**config.mk**
```make
export PLATFORM = sky130hd
export DESIGN_NAME = sweep_seq
export DESIGN_NICKNAME = d
export VERILOG_FILES = /design/src/rtl/sweep_pkg.sv /design/src/rtl/sweep_sync.sv /design/src/rtl/sweep_ctrl.sv /design/src/rtl/sweep_dpath.sv /design/src/rtl/sweep_seq.sv
export SDC_FILE = /design/constraint.sdc
export NUM_CORES = 1
export LEC_CHECK = 0
export CAP_MARGIN = 20
export CORE_MARGIN = 1.5
export CORE_UTILIZATION = 48
export CTS_CLUSTER_DIAMETER = 100
export DETAILED_ROUTE_END_ITERATION = 10
export PLACE_DENSITY = 0.9
export REMOVE_ABC_BUFFERS = 1
export SYNTH_ARGS = -nofsm -noshare
export SYNTH_HDL_FRONTEND = slang
export SYNTH_SLANG_ARGS = --single-unit
```
**constraint.sdc**
```tcl
create_clock -name clk -period 2.9 [get_ports clk]
set_input_delay 0.58 -clock clk [delete_from_list [all_inputs] [get_ports clk]]
set_output_delay 0.58 -clock clk [all_outputs]
set_load 0.01 [all_outputs]
```
**src/rtl/sweep_pkg.sv**
```systemverilog
package sweep_pkg;
  // strobes from the control path to the datapath
  typedef struct packed {
    logic load;  // take the start word
    logic step;  // add the delta word
  } stepCtl_t;
endpackage

```
**src/rtl/sweep_sync.sv**
```systemverilog
module sweep_sync #(
  parameter int STAGES = 2
) (
  input  logic clk,
  input  logic rstN,
  input  logic pinRaw,
  output logic pinLevel,
  output logic pinRise
);
  logic [STAGES-1:0] chain;
  logic prevLevel;

  always_ff @(posedge clk or negedge rstN) begin
    if (!rstN) begin
      chain     <= '0;
      prevLevel <= 1'b0;
    end else begin
      chain     <= {chain[STAGES-2:0], pinRaw};
      prevLevel <= chain[STAGES-1];
    end
  end

  assign pinLevel = chain[STAGES-1];
  assign pinRise  = chain[STAGES-1] & ~prevLevel;
endmodule

```
**src/rtl/sweep_ctrl.sv**
```systemverilog
module sweep_ctrl
  import sweep_pkg::*;
#(
  parameter int CNT_W = 12
) (
  input  logic             clk,
  input  logic             rstN,
  input  logic             pinLevel,
  input  logic             pinRise,
  input  logic [CNT_W-1:0] incCount,
  input  logic             contMode,
  input  logic             extBurst,
  input  logic             extIncr,
  input  logic             intervalDone,
  input  logic             burstActive,
  output stepCtl_t         ctl,
  output logic             active,
  output logic             outEnable,
  output logic             sweepDone,
  output logic             intervalKick
);
  typedef enum logic [1:0] {S_IDLE, S_RUN, S_DONE} sweepState_t;

  sweepState_t      state;
  logic [CNT_W-1:0] stepsLeft;
  logic             stepEvt;
  logic             finish;
  logic             gateSel;

  always_comb begin
    stepEvt  = (state == S_RUN) && (extIncr ? pinRise : intervalDone);
    ctl.load = pinRise && (state != S_RUN);
    ctl.step = stepEvt && (stepsLeft != '0);
    finish   = stepEvt && (stepsLeft == '0);
  end

  always_ff @(posedge clk or negedge rstN) begin
    if (!rstN) begin
      state        <= S_IDLE;
      stepsLeft    <= '0;
      intervalKick <= 1'b0;
    end else begin
      intervalKick <= ctl.load | ctl.step;
      if (ctl.load) begin
        state     <= S_RUN;
        stepsLeft <= incCount;
      end else if (ctl.step) begin
        stepsLeft <= stepsLeft - 1'b1;
      end else if (finish) begin
        state <= S_DONE;
      end
    end
  end

  always_comb begin
    if (contMode)      gateSel = 1'b1;
    else if (extBurst) gateSel = pinLevel;
    else               gateSel = burstActive;
  end

  assign active    = (state != S_IDLE);
  assign outEnable = active & gateSel;
  assign sweepDone = (state == S_DONE);
endmodule

```
**src/rtl/sweep_dpath.sv**
```systemverilog
module sweep_dpath
  import sweep_pkg::*;
#(
  parameter int FREQ_W = 24
) (
  input  logic              clk,
  input  logic              rstN,
  input  stepCtl_t          ctl,
  input  logic [FREQ_W-1:0] startFreq,
  input  logic [FREQ_W-1:0] deltaWord,
  output logic [FREQ_W-1:0] freqWord
);
  always_ff @(posedge clk or negedge rstN) begin
    if (!rstN)         freqWord <= '0;
    else if (ctl.load) freqWord <= startFreq;
    else if (ctl.step) freqWord <= freqWord + deltaWord;
  end
endmodule

```
**src/rtl/sweep_seq.sv**
```systemverilog
module sweep_seq
  import sweep_pkg::*;
#(
  parameter int FREQ_W = 24,
  parameter int CNT_W  = 12,
  parameter int SYNC_STAGES = 2
) (
  input  logic              clk,
  input  logic              rstN,
  input  logic              ctrlPin,
  input  logic [FREQ_W-1:0] startFreq,
  input  logic [FREQ_W-1:0] deltaWord,
  input  logic [CNT_W-1:0]  incCount,
  input  logic              contMode,
  input  logic              extBurst,
  input  logic              extIncr,
  input  logic              intervalDone,
  input  logic              burstActive,
  output logic [FREQ_W-1:0] freqWord,
  output logic              outEnable,
  output logic              sweepDone,
  output logic              intervalKick
);
  stepCtl_t ctl;
  logic     active;
  logic     pinLevel;
  logic     pinRise;

  sweep_sync #(.STAGES(SYNC_STAGES)) u_sync (
    .clk(clk), .rstN(rstN), .pinRaw(ctrlPin),
    .pinLevel(pinLevel), .pinRise(pinRise)
  );

  sweep_ctrl #(.CNT_W(CNT_W)) u_ctrl (
    .clk(clk), .rstN(rstN), .pinLevel(pinLevel), .pinRise(pinRise),
    .incCount(incCount), .contMode(contMode), .extBurst(extBurst),
    .extIncr(extIncr), .intervalDone(intervalDone), .burstActive(burstActive),
    .ctl(ctl), .active(active), .outEnable(outEnable),
    .sweepDone(sweepDone), .intervalKick(intervalKick)
  );

  sweep_dpath #(.FREQ_W(FREQ_W)) u_dpath (
    .clk(clk), .rstN(rstN), .ctl(ctl), .startFreq(startFreq),
    .deltaWord(deltaWord), .freqWord(freqWord)
  );
endmodule

```
==> impl_summary.txt <==
----------------------------------------------------
[Critical path]
  Buffer and inverter count on the worst path ... 2
  Launch instance of the worst register-to-register path ... u_ctrl.stepsLeft[8]$_DFFE_PN0P_
  Critical Path Start Type ... input pin
  Critical path's top delay family ... compound AO/OA/AOI/OAI gates
  Number of cells traversed by the worst register-to-register path ... 7
  Critical Setup Path Class ... in -> reg
  Path length in cells of the critical path ... 11
  Worst Setup End Kind ... flip-flop
  CP cell instances ... clkdlybuf4s50_1 -> ha_1 -> inv_1 -> fa_1 -> and2b_1 -> o2111ai_2 -> a211oi_1 -> nor4_2 -> o21ai_1 -> xnor2_1 -> a21oi_1
  Critical path data arrival time ... 2.91 ns
  Critical path launch point ... deltaWord[0]
  Delay of the slowest cell on the worst path ... 0.46 ns
  Required time of the critical path ... 3.08 ns
  Critical path endpoint ... u_dpath.freqWord[22]$_DFFE_PN0P_
  End of the worst register-to-register path ... u_dpath.freqWord[23]$_DFFE_PN0P_
  CP max stage cell ... clkdlybuf4s50_1
  R2R Setup Slk ... between 0.4 and 0.5 ns
  Worst-path fanout max ... 3

[Routing]
  Vias per cell ... 5.728
  Total length of routed wires ... 8754 um
  Iteration-0 DRC Markers ... 269
  Met2 WL ... 4198 um
  Detailed-routing iteration count for the pre-antenna-repair pass ... 9
  Wire per inst ... approximately 16 um
  Highest routed layer ... met4
  Routed vias ... roughly 3200
  Met1 Wirelength ... between 3000 and 4000 um
  Met3 WL post-DR ... 542 um
  DRC Markers ... 5
  Antenna-violating nets left ... 0

[Floorplanning]
  Num ports ... 95
  Initial standard-cell utilization of the core ... 0.5048
  Die height ... 85.18 um
  Total number of placement rows ... 29
  Floorplan die area ... 7256 um^2
  Core Footprint ... 6422 um^2
  Width of the die ... 85.18 um

[Yosys]
  Cell types occupying the most area after synthesis ... dfrtp_1 32%, ha_1 9.3%, a21oi_1 5.9%
  Number of warning messages in the yosys log ... 0
  Post-synthesis instance total ... around 380
  Area fraction of the dominant cell type after synthesis ... 0.3242
  Register area share after synthesis ... 0.3242
  Synthesized area per cell ... 8.645 um^2
  Biggest area consumer among synthesized cells ... dfrtp_1
  Proportion of register bits with asynchronous set or reset after synthesis ... 1.000
  Number of synthesized register bits ... 42
  Top cells by count, synth ... 42 x dfrtp_1, 41 x nand2_1, 38 x a21oi_1
  Post-synth top flop ... dfrtp_1
  Cell with the most instances after synthesis ... dfrtp_1
  EDFF count, synth ... 0
  Post-synthesis instance area ... 3242 um^2
  Number of distinct standard cells referenced by the synthesized netlist ... 60

[STA]
  Final slew viol count ... 0
  Unrepaired setup endpoints after global routing ... no
  Final critical path time including I/O delays and setup ... approximately 2.7 ns
  Fmax ... 0.3671 GHz
  Final-layout worst hold slack ... 0.3611 ns
  Slew HR ... 0.3428
  Setup tns final ... 0 ns
  Tightest Pin Transition ... 0.9858 ns
  Worst Clk Skew ... between 0.009 and 0.01 ns
  Final Hold Violating Endpoints ... 0
  Endpoints failing setup ... 0
  Share of the cycle needed by the critical path after routing ... 0.9394

[Clocking]
  Clock transition at the register clock pins on the worst setup and hold paths after CTS ... roughly 0.090 ns
  Cell at the root of the clock tree ... clkbuf_8
  Largest buffer count on any clock path ... 2
  Number of H-tree levels ... 2
  TritonCTS clock tree ... built
  Worst skew pair latency ... 0.30 ns
  Sink Count ... 42
  Post-CTS setup buffer count ... 0
  TritonCTS Buffers ... 5

[Finish]
  Number of nets in the layout ... 571
  Post-layout instance count excluding filler cells ... 556
  Ratio of cells with drive above 1 in the final layout ... 0.1002
  Area added between synthesis and finish ... 37.40%
  Total inserted antenna cells ... 0
  Post-route standard cell area excluding fillers ... 4454 um^2
  Area taken by flip-flops and latches ... 1051 um^2
  Combined area of the multi-input logic cells ... roughly 2100 um^2
  Layout filler cell count ... 499

[Power]
  Worst voltage drop across the vdd grid ... 0.4678 mV
  Leakage component of the power ... 1.874 nW
  Total power consumption of the routed design ... 0.004540 W
  Power per Cell Area ... 1019 nW/um^2

[GRT]
  All-layer global routing usage ... 0.2525
  Congestion Overflow GR ... 0
  Via count of the first global-routing pass ... 3253
  Initial antenna violation count ... 0
  Largest net degree at the start of global routing ... 43
  First-pass GRT wire length ... 14890 um

[Placed design]
  Weighted congestion at the end of routability-driven global placement ... ~0.91
  Number of placed instances, taps included ... 548
  Port Buffers ... 94
  Dpl cell area ... roughly 4300 um^2
  DP HPWL ... 6545 um

[Flow run]
  MaxCap Viol Count ... 0

[Outcome]
  Violations in the final reports ... DRC
  Outcome ... finished, violations left

[Worst hold path]
  Kind of path behind the tightest hold check ... reg -> reg

----------------------------------------------------
cells by family after synthesis:
kind of cell               count (synthesis)  share of synthesized area
DFF                                       42                     0.3242
adders and majority gates                 25                    0.09880
and+or+nand+nor                          120                     0.1880
muxes                                      3                    0.01003
xor gates and xnor gates                  28                    0.07565
AOI/OAI and AO/OA                        133                     0.2721
buffers and inverters                     24                    0.03126
worst min path at each step:
stage                                    from                             to  slack, ns  depth (start not counted)
CTS                 u_sync.chain[0]$_DFF_PN0_      u_sync.chain[1]$_DFF_PN0_       0.36                          0
finish              u_sync.chain[0]$_DFF_PN0_      u_sync.chain[1]$_DFF_PN0_       0.36                          0
global placement    u_sync.chain[0]$_DFF_PN0_      u_sync.chain[1]$_DFF_PN0_       0.33                          0
floorplan                                rstN  u_ctrl.intervalKick$_DFF_PN0_       0.28                          0
detailed placement  u_sync.chain[0]$_DFF_PN0_      u_sync.chain[1]$_DFF_PN0_       0.34                          0
global route        u_sync.chain[0]$_DFF_PN0_      u_sync.chain[1]$_DFF_PN0_       0.37                          0
power breakdown:
group | switching [W] | total (W) | internal [W]
combinational | 0.00151 | 0.00294 | 0.00142
clock | 0.000220 | 0.000477 | 0.000257
sequential | 0.000268 | 0.00112 | 0.000857
total | 0.00200 | 0.00454 | 0.00254
layer usage:
| layer | vias to the layer above | global-route usage |
|---|---|---|
| li1 | 1566 | - |
| met1 | 1509 | 0.3235 |
| met2 | 98 | 0.4293 |
| met3 | 12 | 0.05058 |
| met4 | 0 | 0.07899 |
| met5 | - | 0 |
cell usage in the layout, fill, tap and decap left out, types with 11 or more instances in the layout:
cell type	instances
clkdlybuf4s50_1	93
dfrtp_1	42
nand2_1	41
a21oi_1	38
nor2_1	26
ha_1	24
o21ai_0	19
o21ai_1	18
buf_4	18
xor2_1	15
xnor2_1	13
nand3_1	11
registers in the layout, summed over array words and instances, names as in the netlist:
signal,count
u_sync.chain,2
u_ctrl.state,2
u_ctrl.intervalKick,1
u_ctrl.stepsLeft,12
u_dpath.freqWord,24
u_sync.prevLevel,1
through the flow:
stage	util	setup slack, ns
finish	0.6936	0.1758
global route	0.6936	0.05292
global placement	0.6754	-0.06421
floorplan	-	0.4881
CTS	0.6926	0.1820
detailed placement	0.6754	-0.1203
layout make-up:
type / count / share of cell area
Multi-Input combinational cell: 309 / 0.4705
Timing Repair Buffer: 112 / 0.2405
Sequential cell: 42 / 0.2360
Tap cell: 77 / 0.02163
Clock buffer: 6 / 0.01629
Clock inverter: 2 / 0.008427
Inverter: 8 / 0.006742
timing repair:
item,in CTS,in global routing
setup endpoints to repair,0,1
gates resized for setup,0,1
hold buffers,0,0
hold endpoints to repair,0,0
(Power assumes the default switching activity.)
